**src/rtl/wdt_pkg.sv**
```systemverilog
package wdt_pkg;
   localparam int unsigned PSEL_W = 3;
   typedef struct packed {
      logic              on;
      logic [PSEL_W-1:0] sel;
   } wdt_cfg_t;
endpackage

```
**src/rtl/wdt_ctrl.sv**
```systemverilog
module wdt_ctrl
   import wdt_pkg::*;
#(
   parameter bit EN_RST = 1'b1
) (
   input  logic              clk_i,
   input  logic              rst_ni,
   input  logic              sleep_i,
   input  logic              wr_en_i,
   input  logic              wr_on_i,
   input  logic [PSEL_W-1:0] wr_sel_i,
   output wdt_cfg_t          cfg_o
);
   wdt_cfg_t cfg_q;
   logic     cfg_wr;

   assign cfg_wr = wr_en_i & ~sleep_i;

   always_ff @(posedge clk_i or negedge rst_ni) begin
      if (!rst_ni) begin
         cfg_q.on  <= EN_RST;
         cfg_q.sel <= '0;
      end else if (cfg_wr) begin
         cfg_q.on  <= wr_on_i;
         cfg_q.sel <= wr_sel_i;
      end
   end

   assign cfg_o = cfg_q;

   AST_SLEEP_WRITE_IGNORED: assert property (@(posedge clk_i) disable iff (!rst_ni)
      (sleep_i && wr_en_i) |=> (cfg_o == $past(cfg_o)));
endmodule

```
**src/rtl/wdt_prescaler.sv**
```systemverilog
module wdt_prescaler #(
   parameter int unsigned PRE_W = 8,
   parameter int unsigned SEL_W = 3
) (
   input  logic             clk_i,
   input  logic             rst_ni,
   input  logic             run_i,
   input  logic             clr_i,
   input  logic             osc_tick_i,
   input  logic [SEL_W-1:0] sel_i,
   output logic             tick_o,
   output logic [PRE_W-1:0] pre_o
);
   localparam int unsigned NTAP = 1 << SEL_W;

   logic [PRE_W-1:0] pre_q;
   logic [NTAP-1:0]  tap;

   generate
      if (PRE_W + 1 < NTAP) begin : g_bad_width
         $error("prescaler too narrow for select width");
      end
      for (genvar i = 0; i < NTAP; i++) begin : g_tap
         if (i == 0) begin : g_unscaled
            assign tap[i] = 1'b1;
         end else begin : g_scaled
            assign tap[i] = &pre_q[i-1:0];
         end
      end
   endgenerate

   always_ff @(posedge clk_i or negedge rst_ni) begin
      if (!rst_ni)                pre_q <= '0;
      else if (clr_i)             pre_q <= '0;
      else if (run_i & osc_tick_i) pre_q <= pre_q + 1'b1;
   end

   assign tick_o = run_i & osc_tick_i & tap[sel_i];
   assign pre_o  = pre_q;

   AST_PRE_IDLE_HOLD: assert property (@(posedge clk_i) disable iff (!rst_ni)
      (!osc_tick_i && !clr_i) |=> (pre_o == $past(pre_o)));
endmodule

```
**src/rtl/wdt_counter.sv**
```systemverilog
module wdt_counter #(
   parameter int unsigned BASE_TICKS = 18,
   parameter int unsigned CNT_W      = $clog2(BASE_TICKS + 1)
) (
   input  logic             clk_i,
   input  logic             rst_ni,
   input  logic             clr_i,
   input  logic             tick_i,
   output logic             last_o,
   output logic [CNT_W-1:0] cnt_o
);
   localparam logic [CNT_W-1:0] LAST = CNT_W'(BASE_TICKS - 1);

   logic [CNT_W-1:0] cnt_q;

   generate
      if (BASE_TICKS < 2) begin : g_bad_base
         $error("BASE_TICKS must be at least 2");
      end
   endgenerate

   always_ff @(posedge clk_i or negedge rst_ni) begin
      if (!rst_ni)                    cnt_q <= '0;
      else if (clr_i)                 cnt_q <= '0;
      else if (tick_i && cnt_q == LAST) cnt_q <= '0;
      else if (tick_i)                cnt_q <= cnt_q + 1'b1;
   end

   assign last_o = tick_i && (cnt_q == LAST);
   assign cnt_o  = cnt_q;

   AST_CNT_BOUND: assert property (@(posedge clk_i) disable iff (!rst_ni)
      cnt_o <= LAST);
endmodule

```
**src/rtl/wdt_prescaled.sv**
```systemverilog
module wdt_prescaled
   import wdt_pkg::*;
#(
   parameter int unsigned BASE_TICKS = 18,
   parameter int unsigned PRE_W      = 8,
   parameter bit          EN_RST     = 1'b1
) (
   input  logic              clk_i,
   input  logic              rst_ni,
   input  logic              osc_tick_i,
   input  logic              sleep_i,
   input  logic              wr_en_i,
   input  logic              wr_on_i,
   input  logic [PSEL_W-1:0] wr_sel_i,
   input  logic              wr_kick_i,
   output logic              timeout_o,
   output logic              rst_req_o
);
   localparam int unsigned CNT_W = $clog2(BASE_TICKS + 1);

   wdt_cfg_t         cfg;
   logic             kick, clr, wd_tick, last, fire;
   logic [PRE_W-1:0] pre;
   logic [CNT_W-1:0] cnt;
   logic             req_q, tmo_q;

   assign kick = wr_en_i & wr_kick_i;

   wdt_ctrl #(.EN_RST(EN_RST)) i_ctrl (
      .clk_i, .rst_ni, .sleep_i, .wr_en_i, .wr_on_i, .wr_sel_i, .cfg_o(cfg)
   );

   assign fire = last & cfg.on & ~kick;
   assign clr  = kick | ~cfg.on | fire;

   wdt_prescaler #(.PRE_W(PRE_W), .SEL_W(PSEL_W)) i_pre (
      .clk_i, .rst_ni, .run_i(cfg.on), .clr_i(clr), .osc_tick_i,
      .sel_i(cfg.sel), .tick_o(wd_tick), .pre_o(pre)
   );

   wdt_counter #(.BASE_TICKS(BASE_TICKS), .CNT_W(CNT_W)) i_cnt (
      .clk_i, .rst_ni, .clr_i(kick | ~cfg.on), .tick_i(wd_tick),
      .last_o(last), .cnt_o(cnt)
   );

   always_ff @(posedge clk_i or negedge rst_ni) begin
      if (!rst_ni) begin
         req_q <= 1'b0;
         tmo_q <= 1'b0;
      end else begin
         req_q <= fire;
         if (kick)      tmo_q <= 1'b0;
         else if (fire) tmo_q <= 1'b1;
      end
   end

   assign rst_req_o = req_q;
   assign timeout_o = tmo_q;

   AST_REQ_ONE_CYCLE: assert property (@(posedge clk_i) disable iff (!rst_ni)
      rst_req_o |=> !rst_req_o);
   AST_REQ_RESTART: assert property (@(posedge clk_i) disable iff (!rst_ni)
      rst_req_o |-> (cnt == '0 && pre == '0 && timeout_o));
   AST_KICK_CLEARS: assert property (@(posedge clk_i) disable iff (!rst_ni)
      kick |=> (cnt == '0 && pre == '0 && !rst_req_o && !timeout_o));
   AST_OFF_QUIET: assert property (@(posedge clk_i) disable iff (!rst_ni)
      !cfg.on |=> (!rst_req_o && cnt == '0));
   AST_TMO_STICKY: assert property (@(posedge clk_i) disable iff (!rst_ni)
      (timeout_o && !kick) |=> timeout_o);
endmodule

```
**config.mk**
```make
export PLATFORM = sky130hd
export DESIGN_NAME = wdt_prescaled
export DESIGN_NICKNAME = d
export VERILOG_FILES = /design/src/rtl/wdt_pkg.sv /design/src/rtl/wdt_ctrl.sv /design/src/rtl/wdt_prescaler.sv /design/src/rtl/wdt_counter.sv /design/src/rtl/wdt_prescaled.sv
export SDC_FILE = /design/constraint.sdc
export NUM_CORES = 1
export LEC_CHECK = 0
export CORE_UTILIZATION = 50
export DETAILED_ROUTE_END_ITERATION = 8
export GPL_ROUTABILITY_DRIVEN = 0
export PLACE_DENSITY = 0.72
export SLEW_MARGIN = 20
export SYNTH_ARGS = -nofsm -noshare
export SYNTH_HDL_FRONTEND = slang
export SYNTH_HIERARCHICAL = 1
export SYNTH_SLANG_ARGS = --single-unit
```
**constraint.sdc**
```tcl
create_clock -name clk_i -period 2.45 [get_ports clk_i]
set_clock_uncertainty 0.05 [all_clocks]
set_input_delay 0.735 -clock clk_i [delete_from_list [all_inputs] [get_ports clk_i]]
set_output_delay 0.735 -clock clk_i [all_outputs]
set_load 0.02 [all_outputs]
```
==> results.toml, run 1 <==
[cts]
clkLatencyLatePin_ns = 0.29
ctsLongestPathBuffers = 2
clkSlewWorstSetupHoldPaths_ns = 0.09
root_buffer = "clkbuf_4"
cts.sinks = 18
cts_tree = "built"
numCtsBuffers = 3
cts_max_level = 1

[power]
power.internal_mw = 0.431
switching_power_mw = 0.151
leakagePower_nw = 0.547
fin_total_pwr_mw = 0.582
max-vdd-ir-drop_mv = 0.394
p_per_area_nw_per_um2 = 472
power.share.clock_pct = 26.1
seqPwrFrac_pct = 57.3
combPwrFrac_pct = 16.6
switching_share_pct = 25.9

[placement]
placed_cells_incl_taps = 131
dp_hpwl_um = 1340
numPortBuffers = 11
placed_cell_area_um2 = 1170
place_ws_ns = -0.101

[global_route]
grt.overflow.total = 0
grt_pass1_wl_um = 3020
grt_max_degree = 13
first_global_vias = 680
grt_usage_pct = 20.0
antenna_found_initial = 0

[job]
maxCapViolCount = 0

[sta]
fmax_mhz = 441
slew_headroom_pct = 64.0
slew_violations = 0
min_period_over_period_pct = 92.5
setup_violations = 0
finalSetupTns_ns = 0
holdWs_ns = 0.482
setup_ws_ns = 0.184
finalHoldViolations = 0
period_needed_ns = 2.27
worstMarginPinSlew_ns = 0.538

[yosys]
synth_nets = 105
avgSynthCellArea_um2 = 11.0
synth_cells = 90
netlist_area_um2 = 986
synth_warnings = 6

[floorplan]
core.rowCount = 15
io_pins = 12
die_w_um = 46.4
core_um2 = 1780
die_h_um = 46.4
fp.dieArea_um2 = 2150
start_util_pct = 55.3

[routing]
vias = 749
drc = 0
drt-initial-drc-count = 9
antenna_left = 0
wl_um = 1800
first_pass_iters = 4
drt-vias-per-instance = 5.43
wl_per_cell_um = 13.0

[outcome]
outcome = "finished, final reports clean"

[worst_setup_path]
crit_fanout = 5
critPathArrivalTime_ns = 2.42
worst_setup_path_start_kind = "primary input"
crit_type = "in2reg"
cp-end-kind = "flip-flop"
r2r_cells = 11
worstPathRequired_ns = 2.60
ff2ff_setup_slack_ns = 0.19

[final_layout]
instances_no_fill = 138
fin_nets = 129
antenna_cells = 0
design_area_um2 = 1230
drive_above_1_share_pct = 24.8
finish.utilization_pct = 69.2
syn_to_final_growth_pct = 25.1

[hold_path]
holdPathStages = 2
hp-class = "reg2reg"
-- routing by layer --
metal,part of all wire [%],vias up,GRT usage [%],wire [um]
met2,46,12,27.8,820
li1,-,364,-,-
met5,0,-,0,0
met4,0.67,0,8.82,12
met3,2.4,2,2.75,43
met1,51,371,30.1,919
-- worst paths after layout --
kind / end / start
min in group asynchronous: i_ctrl/cfg_o[0]$_DFFE_PN0P_ / rst_ni
max in group asynchronous: i_pre/pre_o[6]$_DFFE_PN0P_ / rst_ni
hold reg to reg: timeout_o$_DFFE_PN0P_ / timeout_o$_DFFE_PN0P_
setup reg to reg: i_cnt/cnt_o[4]$_DFFE_PN0P_ / i_pre/pre_o[0]$_DFFE_PN0P_
hold / removal: timeout_o$_DFFE_PN0P_ / timeout_o$_DFFE_PN0P_
setup / recovery: i_cnt/cnt_o[4]$_DFFE_PN0P_ / osc_tick_i
-- worst max-delay path: stages --
cell and delay (ns):
clkdlybuf4s50_1 0.50, nand2_1 0.08, nor3_1 0.25, nor2_1 0.09, o21ai_1 0.16, buf_4 0.16
o2111ai_2 0.13, xor2_1 0.17, nor3_1 0.14
-- flip-flops by register name (all words and copies together) (netlist names) --
name,cells
timeout_o,1
rst_req_o,1
i_cnt/cnt_o,5
i_ctrl/cfg_o,4
i_pre/pre_o,7
-- final cells by class --
cell class / instances / area [um2]
inverter: 3 / 11.3
sequential: 18 / 453
fill: 136 / 549
tap: 25 / 31.3
multi-input combinational: 68 / 534
clock buffer: 4 / 26.3
timing repair buffer: 20 / 178
-- layout by cell type, fill, tap and decap left out, types with 3 or more instances in the layout --
cell / count
dfrtp_1: 16
clkdlybuf4s50_1: 11
nand2_1: 9
buf_4: 9
xor2_1: 8
nor2_1: 7
a21oi_1: 5
ha_1: 5
nor3_1: 4
mux2_4: 4
nand3_1: 4
nand3b_1: 3
clkbuf_4: 3
inv_1: 3
-- power groups by stage --
stage          logic [mW]  clock network (mW)  registers [mW]
6_report           0.0965               0.152           0.334
5_1_grt             0.105               0.170           0.338
4_1_cts            0.0856               0.157           0.333
3_5_place_dp       0.0853                   0           0.339
3_3_place_gp       0.0826                   0           0.338
2_1_floorplan      0.0484                   0           0.333
-- what timing repair did --
item,4_1_cts,5_1_grt
setup buffers,0,3
gates resized for setup,0,5
setup endpoints to repair,0,9
hold buffers,0,0
Note: power is estimated with default switching activity, not from simulation.
==> run 2: changes to the inputs <==
- GPL_ROUTABILITY_DRIVEN: 0 -> default
- HOLD_SLACK_MARGIN: default -> 0.05
==> results of run 2 <==
Final layout, timing and power as in run 1 (identical DEF).
==> run 3: changes to the inputs <==
- PLACE_DENSITY: 0.72 -> 0.73
- SYNTH_HIERARCHICAL: 1 -> default
==> run 3 against run 2 <==
Against the previous run:
- clock-buffer cell count stayed put
- critical path depth fell by 3
- global-route usage down 0.93 points
- die area is 5.5% lower
- register-to-register slack gained 0.14 ns
- synthesized area decreased by 5.7%
- routed wire length shrank 6.2%
- design area decreased by 8.9%
- core utilization decreased by 4.1 points
- sequential power about the same
- final cell count shrank 5.1%
- first-iteration DRC count up 78%
==> results.toml, run 3 <==
[worst_setup_path]
worst_setup_path_start_kind = "primary input"
critPathArrivalTime_ns = 2.46
worstPathRequired_ns = 2.62
cp-end-kind = "flip-flop"
crit_type = "in2reg"
crit_fanout = 5

[routing]
wl_per_cell_um = 12.9
routedLengthMet1_um = 788
drt-vias-per-instance = 5.41
antenna_left = 0
drt-initial-drc-count = 16
drc = 0
maxUsedRoutingLayer = "met4"
vias = 709
wl_um = 1690
first_pass_iters = 4
wl_met3_um = 97
wl_met2_um = 783

[yosys]
synth_nets = 104
avgSynthCellArea_um2 = 10.4
netlist_area_um2 = 930
synth_seq_cells = 18
ys_async_sr_fraction_pct = 100
synth_cells = 89
synth.most_common_cell = "dfrtp_1"
netlist_top_cells_area = "dfrtp_1, ha_1, mux2i_1"
synth_warnings = 0
ys_types = 31
ys_seq_area_share_pct = 48.6
synth_common_cells = "dfrtp_1, nor2_1, nand2_1, a21oi_1, ha_1"
yosysTopAreaCell = "dfrtp_1"
ys.flop_type = "dfrtp_1"
synth_top_area_share_pct = 45.8
synth_edf_count = 0

[final_layout]
mostFrequentLayoutCells = "dfrtp_1, clkdlybuf4s50_1, nor2_1, nand2_1"
drive_above_1_share_pct = 12.3
design_area_um2 = 1120
syn_to_final_growth_pct = 20.9
fin_nets = 122
antenna_cells = 0
largest_reg_flops = 7
final_common_cell = "dfrtp_1"

[placement]
placed_cell_area_um2 = 1080
gp_congestion = 0.809
numPortBuffers = 11
dp_hpwl_um = 1320
place_ws_ns = -0.229

[sta]
min_period_over_period_pct = 93.7
setup_violations = 0
setup_ws_ns = 0.155
finalSetupTns_ns = 0
slew_violations = 0
rsz0062_at_grt = "no"
period_needed_ns = 2.29
slew_headroom_pct = 61.4
fmax_mhz = 436
worstMarginPinSlew_ns = 0.571
finalHoldViolations = 0

[cts]
cts_tree = "built"
numCtsBuffers = 3
cts-hold-fix-buffers = 0
cts.sinks = 18
post-cts-setup-buffers = 0
ctsLongestPathBuffers = 2
clkSlewWorstSetupHoldPaths_ns = 0.10
clkLatencyLatePin_ns = 0.28
root_buffer = "clkbuf_4"
ctsResizeCount = 0
cts_max_level = 1

[global_route]
grt.overflow.total = 0
grt_usage_pct = 19.0
grt_pass1_wl_um = 2800
grt_max_degree = 19
first_global_vias = 669
antenna_found_initial = 0

[floorplan]
io_pins = 12
start_util_pct = 53.8
core.rowCount = 15
die_w_um = 45.1
core_um2 = 1730
fp.dieArea_um2 = 2040
die_h_um = 45.1

[power]
leakagePower_nw = 0.494
max-vdd-ir-drop_mv = 0.390
fin_total_pwr_mw = 0.600
p_per_area_nw_per_um2 = 534

[hold_path]
hp-class = "reg2reg"

[outcome]
outcome = "finished, final reports clean"

[job]
maxCapViolCount = 0
[run 3: cell type report]
class	instances	area [um2]
clock buffer	4	36.3
fill	153	603
inverter	4	15.0
multi-input combinational	65	449
sequential	18	452
tap	25	31.3
timing repair buffer	15	140
[run 3: final timing paths]
| check | cells after the start | slack (ns) | start | endpoint |
|---|---|---|---|---|
| worst min register to register | 1 | 0.45 | timeout_o$_DFFE_PN0P_ | timeout_o$_DFFE_PN0P_ |
| worst max register to register | 9 | 0.33 | i_pre.pre_o[0]$_DFFE_PN0P_ | i_cnt.cnt_o[2]$_DFFE_PN0P_ |
| min in group asynchronous | 2 | 0.71 | rst_ni | i_pre.pre_o[6]$_DFFE_PN0P_ |
| max in group asynchronous | 2 | 1.38 | rst_ni | i_ctrl.cfg_o[3]$_DFFE_PN1P_ |
| worst max-delay path | 6 | 0.16 | osc_tick_i | i_cnt.cnt_o[2]$_DFFE_PN0P_ |
| worst min-delay path | 1 | 0.45 | timeout_o$_DFFE_PN0P_ | timeout_o$_DFFE_PN0P_ |
[run 3: layer usage]
layer,track usage (%),vias up
met2,30.1,21
li1,-,351
met3,2.40,2
met5,0,-
met4,6.06,0
met1,27.0,335
[run 3: worst max-delay path: stages]
cell and delay (ns):
clkdlybuf4s50_1 0.48, nand2_1 0.09, a2111oi_2 0.33, o22ai_1 0.19
or4_1 0.49, a21oi_1 0.14
[run 3: power breakdown]
part,total (mW),internal [mW],switching [mW]
Sequential,0.331,0.313,0.0182
Combinational,0.0868,0.0452,0.0416
Clock,0.182,0.0904,0.0913
[run 3: metrics by stage]
stage / std cells / util, % / hold slack [ns]
6_report: 131 / 65.1 / 0.447
5_1_grt: 131 / 65.1 / 0.475
4_1_cts: 131 / 64.8 / 0.449
3_5_place_dp: 127 / 62.7 / 0.428
3_3_place_gp: 127 / 62.7 / 0.414
2_1_floorplan: 89 / - / 0.389
[run 3: logic make-up (layout without fill, tap and decap cells)]
logic type	Yosys count	count (layout)	synth area share (%)
buffers and inverters	6	23	3.63
AOI/OAI and AO/OA	16	16	10.9
muxes	7	7	7.94
and+or+nand+nor	33	33	18.4
adders and majority gates	5	5	6.73
xor gates and xnor gates	4	4	3.77
DFF	18	18	48.6
